[src/rtl/nss_pkg.sv]
package nss_pkg;

   typedef enum logic [1:0] {
      K_CMD   = 2'd0,
      K_ADDR  = 2'd1,
      K_WRITE = 2'd2,
      K_READ  = 2'd3
   } kind_e;

   typedef enum logic [2:0] {
      ST_IDLE,
      ST_SETUP,
      ST_WLOW,
      ST_WHIGH,
      ST_RLOW,
      ST_RHIGH
   } st_e;

   // nanoseconds to whole clock cycles, rounded up
   function automatic int ns2cyc(input int ns, input int clk_ps);
      return (ns * 1000 + clk_ps - 1) / clk_ps;
   endfunction

   function automatic int imax(input int a, input int b);
      return (a > b) ? a : b;
   endfunction

endpackage

[src/rtl/nss_phase_timer.sv]
module nss_phase_timer #(
   parameter int CW = 4
) (
   input  logic          clk,
   input  logic          rst_n,
   input  logic          load,
   input  logic [CW-1:0] load_val,
   output logic          zero
);
   logic [CW-1:0] cnt;

   always_ff @(posedge clk or negedge rst_n) begin
      if (!rst_n)             cnt <= '0;
      else if (load)          cnt <= load_val;
      else if (cnt != '0)     cnt <= cnt - 1'b1;
   end

   assign zero = (cnt == '0);
endmodule

[src/rtl/nss_rb_sync.sv]
module nss_rb_sync #(
   parameter int STAGES = 2
) (
   input  logic clk,
   input  logic rst_n,
   input  logic rb_n,
   output logic rb_ok
);
   logic [STAGES-1:0] sh;

   generate
      if (STAGES < 2) begin : g_bad_stages
         $error("nss_rb_sync needs at least two stages");
      end
   endgenerate

   always_ff @(posedge clk or negedge rst_n) begin
      if (!rst_n) sh <= '1;
      else        sh <= {sh[STAGES-2:0], rb_n};
   end

   assign rb_ok = sh[STAGES-1];
endmodule

[src/rtl/nss_wp_gate.sv]
module nss_wp_gate #(
   parameter int                WP_N   = 4,
   parameter logic [WP_N*8-1:0] WP_OPS = {8'h80, 8'h60, 8'h10, 8'hD0}
) (
   input  logic       wp_on,
   input  logic       is_cmd,
   input  logic [7:0] opcode,
   output logic       blocked
);
   logic [WP_N-1:0] hit;

   generate
      if (WP_N < 1) begin : g_bad_n
         $error("nss_wp_gate needs at least one opcode");
      end
      for (genvar i = 0; i < WP_N; i++) begin : g_cmp
         assign hit[i] = (opcode == WP_OPS[i*8 +: 8]);
      end
   endgenerate

   assign blocked = wp_on && is_cmd && (|hit);
endmodule

[src/rtl/nand_strobe_seq.sv]
module nand_strobe_seq
   import nss_pkg::*;
#(
   parameter int                IO_W          = 8,
   parameter int                CLK_PS        = 4000,
   parameter int                SETUP_NS      = 10,
   parameter int                WL_NS         = 40,
   parameter int                WH_NS         = 20,
   parameter int                WC_NS         = 60,
   parameter int                RL_NS         = 40,
   parameter int                RH_NS         = 20,
   parameter int                RC_NS         = 60,
   parameter int                RACC_NS       = 35,
   parameter int                BUSY_GUARD_NS = 100,
   parameter int                WP_N          = 4,
   parameter logic [WP_N*8-1:0] WP_OPS        = {8'h80, 8'h60, 8'h10, 8'hD0}
) (
   input  logic            clk,
   input  logic            rst_n,
   input  logic            req_valid,
   output logic            req_ready,
   input  logic [1:0]      req_kind,
   input  logic [IO_W-1:0] req_wdata,
   input  logic            wp_on,
   output logic            done_valid,
   output logic [IO_W-1:0] done_rdata,
   output logic            done_blocked,
   output logic            ce_n,
   output logic            cle,
   output logic            ale,
   output logic            we_n,
   output logic            re_n,
   output logic [IO_W-1:0] io_out,
   output logic            io_oe,
   input  logic [IO_W-1:0] io_in,
   input  logic            rb_n
);
   // derived cycle counts
   localparam int SU_CYC    = ns2cyc(SETUP_NS, CLK_PS);
   localparam int WL_CYC    = ns2cyc(WL_NS, CLK_PS);
   localparam int WHI_CYC   = imax(ns2cyc(WH_NS, CLK_PS), ns2cyc(WC_NS, CLK_PS) - WL_CYC);
   localparam int RL_CYC    = ns2cyc(RL_NS, CLK_PS);
   localparam int RHI_CYC   = imax(ns2cyc(RH_NS, CLK_PS), ns2cyc(RC_NS, CLK_PS) - RL_CYC);
   localparam int RACC_CYC  = ns2cyc(RACC_NS, CLK_PS);
   localparam int GUARD_CYC = ns2cyc(BUSY_GUARD_NS, CLK_PS);
   localparam int TMAX      = imax(imax(SU_CYC, WL_CYC), imax(imax(WHI_CYC, RL_CYC), RHI_CYC));
   localparam int CW        = $clog2(TMAX + 1);
   localparam int GW        = $clog2(GUARD_CYC + 2);

   generate
      if (IO_W != 8 && IO_W != 16) begin : g_bad_width
         $error("IO_W must be 8 or 16");
      end
      if (SU_CYC < 1 || WL_CYC < 1 || WHI_CYC < 1 || RL_CYC < 1 || RHI_CYC < 1) begin : g_bad_phase
         $error("every strobe phase must last at least one cycle");
      end
      if (RACC_CYC > RL_CYC) begin : g_bad_access
         $error("access delay exceeds read strobe low time");
      end
   endgenerate

   st_e             st;
   kind_e           kind_q;
   logic [IO_W-1:0] data_q;
   logic [IO_W-1:0] rdata_q;
   logic            accept, blk, rb_ok;
   logic            t_load, t_zero;
   logic [CW-1:0]   t_val;
   logic            g_load, g_zero;

   // ready/busy synchronizer
   nss_rb_sync #(.STAGES(2)) u_rb (
      .clk(clk), .rst_n(rst_n), .rb_n(rb_n), .rb_ok(rb_ok)
   );

   // write-protect opcode gate
   nss_wp_gate #(.WP_N(WP_N), .WP_OPS(WP_OPS)) u_wp (
      .wp_on(wp_on),
      .is_cmd(req_kind == K_CMD),
      .opcode(req_wdata[7:0]),
      .blocked(blk)
   );

   // phase timer
   nss_phase_timer #(.CW(CW)) u_phase (
      .clk(clk), .rst_n(rst_n), .load(t_load), .load_val(t_val), .zero(t_zero)
   );

   // post-command busy guard timer
   nss_phase_timer #(.CW(GW)) u_guard (
      .clk(clk), .rst_n(rst_n), .load(g_load), .load_val(GW'(GUARD_CYC)), .zero(g_zero)
   );

   assign req_ready = (st == ST_IDLE) && rb_ok && g_zero;
   assign accept    = req_valid && req_ready;
   assign g_load    = (st == ST_WHIGH) && t_zero && (kind_q == K_CMD);

   always_comb begin
      t_load = 1'b0;
      t_val  = '0;
      case (st)
         ST_IDLE: if (accept && !blk) begin
            t_load = 1'b1;
            t_val  = CW'(SU_CYC - 1);
         end
         ST_SETUP: if (t_zero) begin
            t_load = 1'b1;
            t_val  = (kind_q == K_READ) ? CW'(RL_CYC - 1) : CW'(WL_CYC - 1);
         end
         ST_WLOW: if (t_zero) begin
            t_load = 1'b1;
            t_val  = CW'(WHI_CYC - 1);
         end
         ST_RLOW: if (t_zero) begin
            t_load = 1'b1;
            t_val  = CW'(RHI_CYC - 1);
         end
         default: ;
      endcase
   end

   always_ff @(posedge clk or negedge rst_n) begin
      if (!rst_n) begin
         st           <= ST_IDLE;
         kind_q       <= K_CMD;
         data_q       <= '0;
         rdata_q      <= '0;
         done_valid   <= 1'b0;
         done_blocked <= 1'b0;
      end else begin
         done_valid <= 1'b0;
         case (st)
            ST_IDLE: if (accept) begin
               kind_q <= kind_e'(req_kind);
               data_q <= req_wdata;
               if (blk) begin
                  done_valid   <= 1'b1;
                  done_blocked <= 1'b1;
               end else begin
                  done_blocked <= 1'b0;
                  st           <= ST_SETUP;
               end
            end
            ST_SETUP: if (t_zero) st <= (kind_q == K_READ) ? ST_RLOW : ST_WLOW;
            ST_WLOW:  if (t_zero) st <= ST_WHIGH;
            ST_RLOW:  if (t_zero) begin
               st      <= ST_RHIGH;
               rdata_q <= io_in;
            end
            ST_WHIGH, ST_RHIGH: if (t_zero) begin
               st         <= ST_IDLE;
               done_valid <= 1'b1;
            end
            default: st <= ST_IDLE;
         endcase
      end
   end

   // bus pin decode
   logic wr_phase;
   assign wr_phase   = (st == ST_WLOW) || (st == ST_WHIGH) ||
                       ((st == ST_SETUP) && (kind_q != K_READ));
   assign ce_n       = (st == ST_IDLE);
   assign we_n       = (st != ST_WLOW);
   assign re_n       = (st != ST_RLOW);
   assign cle        = wr_phase && (kind_q == K_CMD);
   assign ale        = wr_phase && (kind_q == K_ADDR);
   assign io_oe      = wr_phase;
   assign done_rdata = rdata_q;

   generate
      if (IO_W == 16) begin : g_wide
         assign io_out = (kind_q == K_WRITE) ? data_q : {8'h00, data_q[7:0]};
      end else begin : g_narrow
         assign io_out = data_q;
      end
   endgenerate

   // ---- strobe run-length monitors for assertions ----
   logic [15:0] we_lo_run, we_hi_run, re_lo_run, re_hi_run;
   logic        we_n_d, re_n_d;

   always_ff @(posedge clk or negedge rst_n) begin
      if (!rst_n) begin
         we_lo_run <= '0; we_hi_run <= '1; re_lo_run <= '0; re_hi_run <= '1;
         we_n_d    <= 1'b1; re_n_d <= 1'b1;
      end else begin
         we_n_d    <= we_n;
         re_n_d    <= re_n;
         we_lo_run <= we_n ? '0 : we_lo_run + 1'b1;
         re_lo_run <= re_n ? '0 : re_lo_run + 1'b1;
         we_hi_run <= !we_n ? '0 : ((we_hi_run == '1) ? we_hi_run : we_hi_run + 1'b1);
         re_hi_run <= !re_n ? '0 : ((re_hi_run == '1) ? re_hi_run : re_hi_run + 1'b1);
      end
   end

   // write strobe low time
   a_r2_we_low_min: assert property (@(posedge clk) disable iff (!rst_n)
      (we_n && !we_n_d) |-> (we_lo_run >= 16'(WL_CYC)));

   // write strobe high time
   a_r3_we_high_min: assert property (@(posedge clk) disable iff (!rst_n)
      (!we_n && we_n_d) |-> (we_hi_run >= 16'(WHI_CYC)));

   // read strobe low and high times
   a_r4_re_low_min: assert property (@(posedge clk) disable iff (!rst_n)
      (re_n && !re_n_d) |-> (re_lo_run >= 16'(RL_CYC)));
   a_r4_re_high_min: assert property (@(posedge clk) disable iff (!rst_n)
      (!re_n && re_n_d) |-> (re_hi_run >= 16'(RHI_CYC)));

   // host never drives during a read strobe
   a_r5_no_drive_on_read: assert property (@(posedge clk) disable iff (!rst_n)
      !re_n |-> !io_oe);

   // latch enables exclusive, bus driven and chip selected under write strobe
   a_r1_latch_exclusive: assert property (@(posedge clk) disable iff (!rst_n)
      !(cle && ale) && !(!we_n && !re_n));
   a_r1_we_context: assert property (@(posedge clk) disable iff (!rst_n)
      $fell(we_n) |-> (io_oe && !ce_n));

   // a cycle only opens when the synchronized line reported ready
   a_r6_start_when_ready: assert property (@(posedge clk) disable iff (!rst_n)
      $fell(ce_n) |-> $past(rb_ok));

   // refused request completes next cycle without any strobe
   a_r7_blocked_done: assert property (@(posedge clk) disable iff (!rst_n)
      (accept && blk) |=> (done_valid && done_blocked && ce_n && we_n));

endmodule

[config.mk]
export PLATFORM = sky130hd
export DESIGN_NAME = nand_strobe_seq
export DESIGN_NICKNAME = d
export VERILOG_FILES = /design/src/rtl/nss_pkg.sv /design/src/rtl/nss_phase_timer.sv /design/src/rtl/nss_rb_sync.sv /design/src/rtl/nss_wp_gate.sv /design/src/rtl/nand_strobe_seq.sv
export SDC_FILE = /design/constraint.sdc
export NUM_CORES = 1
export LEC_CHECK = 0
export BUFFER_PORTS_ARGS = -buffer_cell sky130_fd_sc_hd__buf_2
export CAP_MARGIN = 20
export CORE_UTILIZATION = 40
export CTS_CLUSTER_DIAMETER = 60
export DETAILED_ROUTE_END_ITERATION = 10
export PLACE_DENSITY = 0.62
export SYNTH_ARGS = -nofsm -noshare
export SYNTH_HDL_FRONTEND = slang
export SYNTH_SLANG_ARGS = --single-unit
[constraint.sdc]
create_clock -name clk -period 2.1 [get_ports clk]
set_clock_uncertainty 0.2 [all_clocks]
set_input_delay 0.315 -clock clk [delete_from_list [all_inputs] [get_ports clk]]
set_output_delay 0.315 -clock clk [all_outputs]
set_load 0.1 [all_outputs]
==> flow_metrics.env <==
export IMPL_endpoint_kind="output pin"
export IMPL_io_pins=48
export IMPL_critical_path_required_ps=1580
export IMPL_syn_to_final_growth_pct=39.31
export IMPL_ys_ff_latch=34
export IMPL_hold_path_endpoint="done_rdata[5]$_DFFE_PN0P_"
export IMPL_tns_ps=0
export IMPL_netlist_instances=140
export IMPL_critPathMaxStageDelay_ps=400
export IMPL_setup_viol=0
export IMPL_insertedDiodeCount=0
export IMPL_cap_violations=0
export IMPL_htree_levels=2
export IMPL_power_density_nw_per_um2=1280
export IMPL_die_area_sq_um=4448
export IMPL_grt_pass1_vias=1279
export IMPL_cts_buffer_depth=2
export IMPL_period_share_pct=97.22
export IMPL_place_congestion=0.6996
export IMPL_vias=1303
export IMPL_path_class="register to output pin"
export IMPL_path_clk_slew_ps=60
export IMPL_yosysWarningCount=0
export IMPL_rr_endpoint="st[0]$_DFFE_PN0P_"
export IMPL_io_buffers=47
export IMPL_antenna_left=0
export IMPL_antenna_found_initial=0
export IMPL_fmax_ghz=0.4898
export IMPL_cp_cell_sequence="inv_2 > ha_4 > nor4b_4 > and3_4 > buf_12"
export IMPL_utilization_pct=58.30
export IMPL_period_needed_ps=2042
export IMPL_grt_usage_pct=17.58
export IMPL_hold_viol_final=0
export IMPL_status="finished clean"
export IMPL_holdWs_ps=63.25
export IMPL_final_common_cell="buf_2"
export IMPL_drt_pass1_iter_count=4
export IMPL_hp_start="io_in[5]"
export IMPL_die_h_microns=66.70
export IMPL_tightestPinTransition_ps=734.6
export IMPL_cts_tree="built"
export IMPL_drc=0
export IMPL_grt_pass1_wl_microns=5658
export IMPL_crit_path_max_fanout=3
export IMPL_synth_nets=167
export IMPL_yosysSeqAreaShare_pct=50.97
export IMPL_vias_per_cell=5.110
export IMPL_hold_depth=2
export IMPL_drive_gt1_share_pct=52.20
export IMPL_initial_core_util_pct=41.85
export IMPL_grt_overflow=0
export IMPL_synth_area_sq_um=1674
export IMPL_avgSynthCellArea_sq_um=11.96
export IMPL_nNetsFinal=231
export IMPL_drv_slew=0
export IMPL_num_rows=23
export IMPL_wl_per_cell_microns=13.58
export IMPL_slew_headroom_pct=51.03
export IMPL_ir_worst_vdd_mv=0.6282
export IMPL_fillers=321
export IMPL_drt_iter0_markers=42
export IMPL_die_w_microns=66.70
export IMPL_reg2reg_slack_ps=80
export IMPL_final_cell_mix="40 x buf_2, 31 x dfrtp_1, 14 x buf_4, 10 x mux2_2"
export IMPL_r2r_cells=8
export IMPL_leakage_nw=1.140
export IMPL_start_kind="register"
export IMPL_grt_setup_unrepaired="yes"
export IMPL_worstPathArrival_ps=1530
export IMPL_core_area_sq_um=4000
export IMPL_crit_slowest_cell="dfrtp_1"
export IMPL_grt_max_degree=35
export IMPL_crit_buf_inv=2
export IMPL_crit_family="simple AND/OR/NAND/NOR gates"
export IMPL_synth_cell_type_count=40
export IMPL_clkSinkCount=34
export IMPL_r2r_start="u_phase.cnt[0]$_DFFE_PN0P_"
export IMPL_hold_path_class="input pin to register"
export IMPL_cts_root_buffer="clkbuf_8"
export IMPL_numCtsBuffers=5
export IMPL_dp_hpwl_microns=2549
export IMPL_clk_latency_ps=280
export IMPL_drt_wl_total_microns=3462
## cells in the mapped netlist, drive strengths merged
cell     instances  area share (%)
o211ai           1            0.45
or3              2            0.82
or4              1            0.45
ha               4             3.0
xnor2            5             2.6
dfstp            2             3.1
nor2             9             2.0
dfrtp           32              48
nor4             3             1.1
and3             1            0.45
clkbuf           3            0.67
nor3             7             2.7
buf              3             1.2
a21o             4             1.9
mux2            18              14
nand3            2            0.60
o21bai           2            0.90
xor2             2             1.0
nor2b            1            0.37
or3b             1            0.52
a211oi           1            0.45
a31oi            2            0.75
nand2            8             1.8
nor4bb           1            0.60
nor3b            3             1.3
o21ai            3            0.90
nor4b            4             3.0
nand2b           1            0.37
a21oi            7             2.1
o2111ai          1            0.52
nand4            1             1.3
or2              1            0.37
inv              4            0.90
## registers in the layout, indices dropped and copies added (netlist names)
register and flops:
done_blocked 1, done_rdata 8, done_valid 1, io_out 8, kind_q 2, st 3
u_guard.cnt 5, u_phase.cnt 4, u_rb.sh 2
## logic make-up after synthesis
group,synth area share (%)
and+or+nand+nor,17.79
DFF,50.97
AOI/OAI and AO/OA,7.922
muxes,13.90
buffers and inverters,2.764
xor gates and xnor gates,3.662
adders and majority gates,2.990
## layout make-up
| cell class | instances | area [sq um] | share of cell area, % |
|---|---|---|---|
| Multi-Input combinational cell | 96 | 855.8 | 36.70 |
| Sequential cell | 34 | 854.6 | 36.64 |
| Timing Repair Buffer | 63 | 452.9 | 19.42 |
| Clock buffer | 7 | 86.33 | 3.702 |
| Tap cell | 50 | 62.56 | 2.682 |
| Inverter | 4 | 15.01 | 0.6438 |
| Clock inverter | 1 | 5.005 | 0.2146 |
## worst max-delay path by stage
stage,from,to,slack (ps),cells past startpoint
2_1_floorplan,st[0]$_DFFE_PN0P_,req_ready,-380,3
4_1_cts,u_guard.cnt[0]$_DFFE_PN0P_,req_ready,20,5
5_1_grt,u_phase.cnt[0]$_DFFE_PN0P_,u_phase.cnt[0]$_DFFE_PN0P_,-50,9
6_report,u_guard.cnt[1]$_DFFE_PN0P_,req_ready,60,5
3_3_place_gp,u_guard.cnt[0]$_DFFE_PN0P_,io_out[6]$_DFFE_PN0P_,130,6
3_5_place_dp,u_phase.cnt[0]$_DFFE_PN0P_,done_rdata[3]$_DFFE_PN0P_,20,6
## worst reg2reg max path, delay by kind of cell, from the launching register on
kind	cells	cell delay, ps
AND/OR/NAND/NOR	3	660
buffers and inverters	3	390
AO/OA/AOI/OAI	1	40
adder cells (fa/ha/maj)	1	220
flip-flops	1	400
## metal layers
layer | track usage [%] | vias to the layer above | wire, microns
li1 | - | 626 | -
met1 | 20.39 | 641 | 1414
met2 | 28.91 | 30 | 1835
met3 | 5.993 | 6 | 155
met4 | 8.245 | 0 | 56
met5 | 0 | - | 0
## power by group
part	leakage (nW)	internal, W	switching [W]
Combinational	0.670	0.000605	0.000995
Sequential	0.422	0.000784	0.000114
Clock	0.0482	0.000264	0.000224
Total	1.14	0.00165	0.00133
## repair_timing
item                                    CTS  global route
endpoints found under the hold margin    33             0
pin swaps                                 1             2
setup buffers                             1             4
endpoints found under the setup margin    5            15
gates resized for setup                   3             5
hold buffers                              2             0
## per-stage QoR
stage | setup slack, ps | instance area, sq um | cells | power [W]
floorplan | -382.6 | 1763 | 140 | 0.002045
global placement | 134.4 | 2158 | 240 | 0.002406
detailed placement | 18.99 | 2158 | 240 | 0.002445
CTS | 19.93 | 2283 | 251 | 0.002965
global route | -49.56 | 2332 | 255 | 0.003161
finish | 58.39 | 2332 | 255 | 0.002985
(Power assumes the default switching activity.)
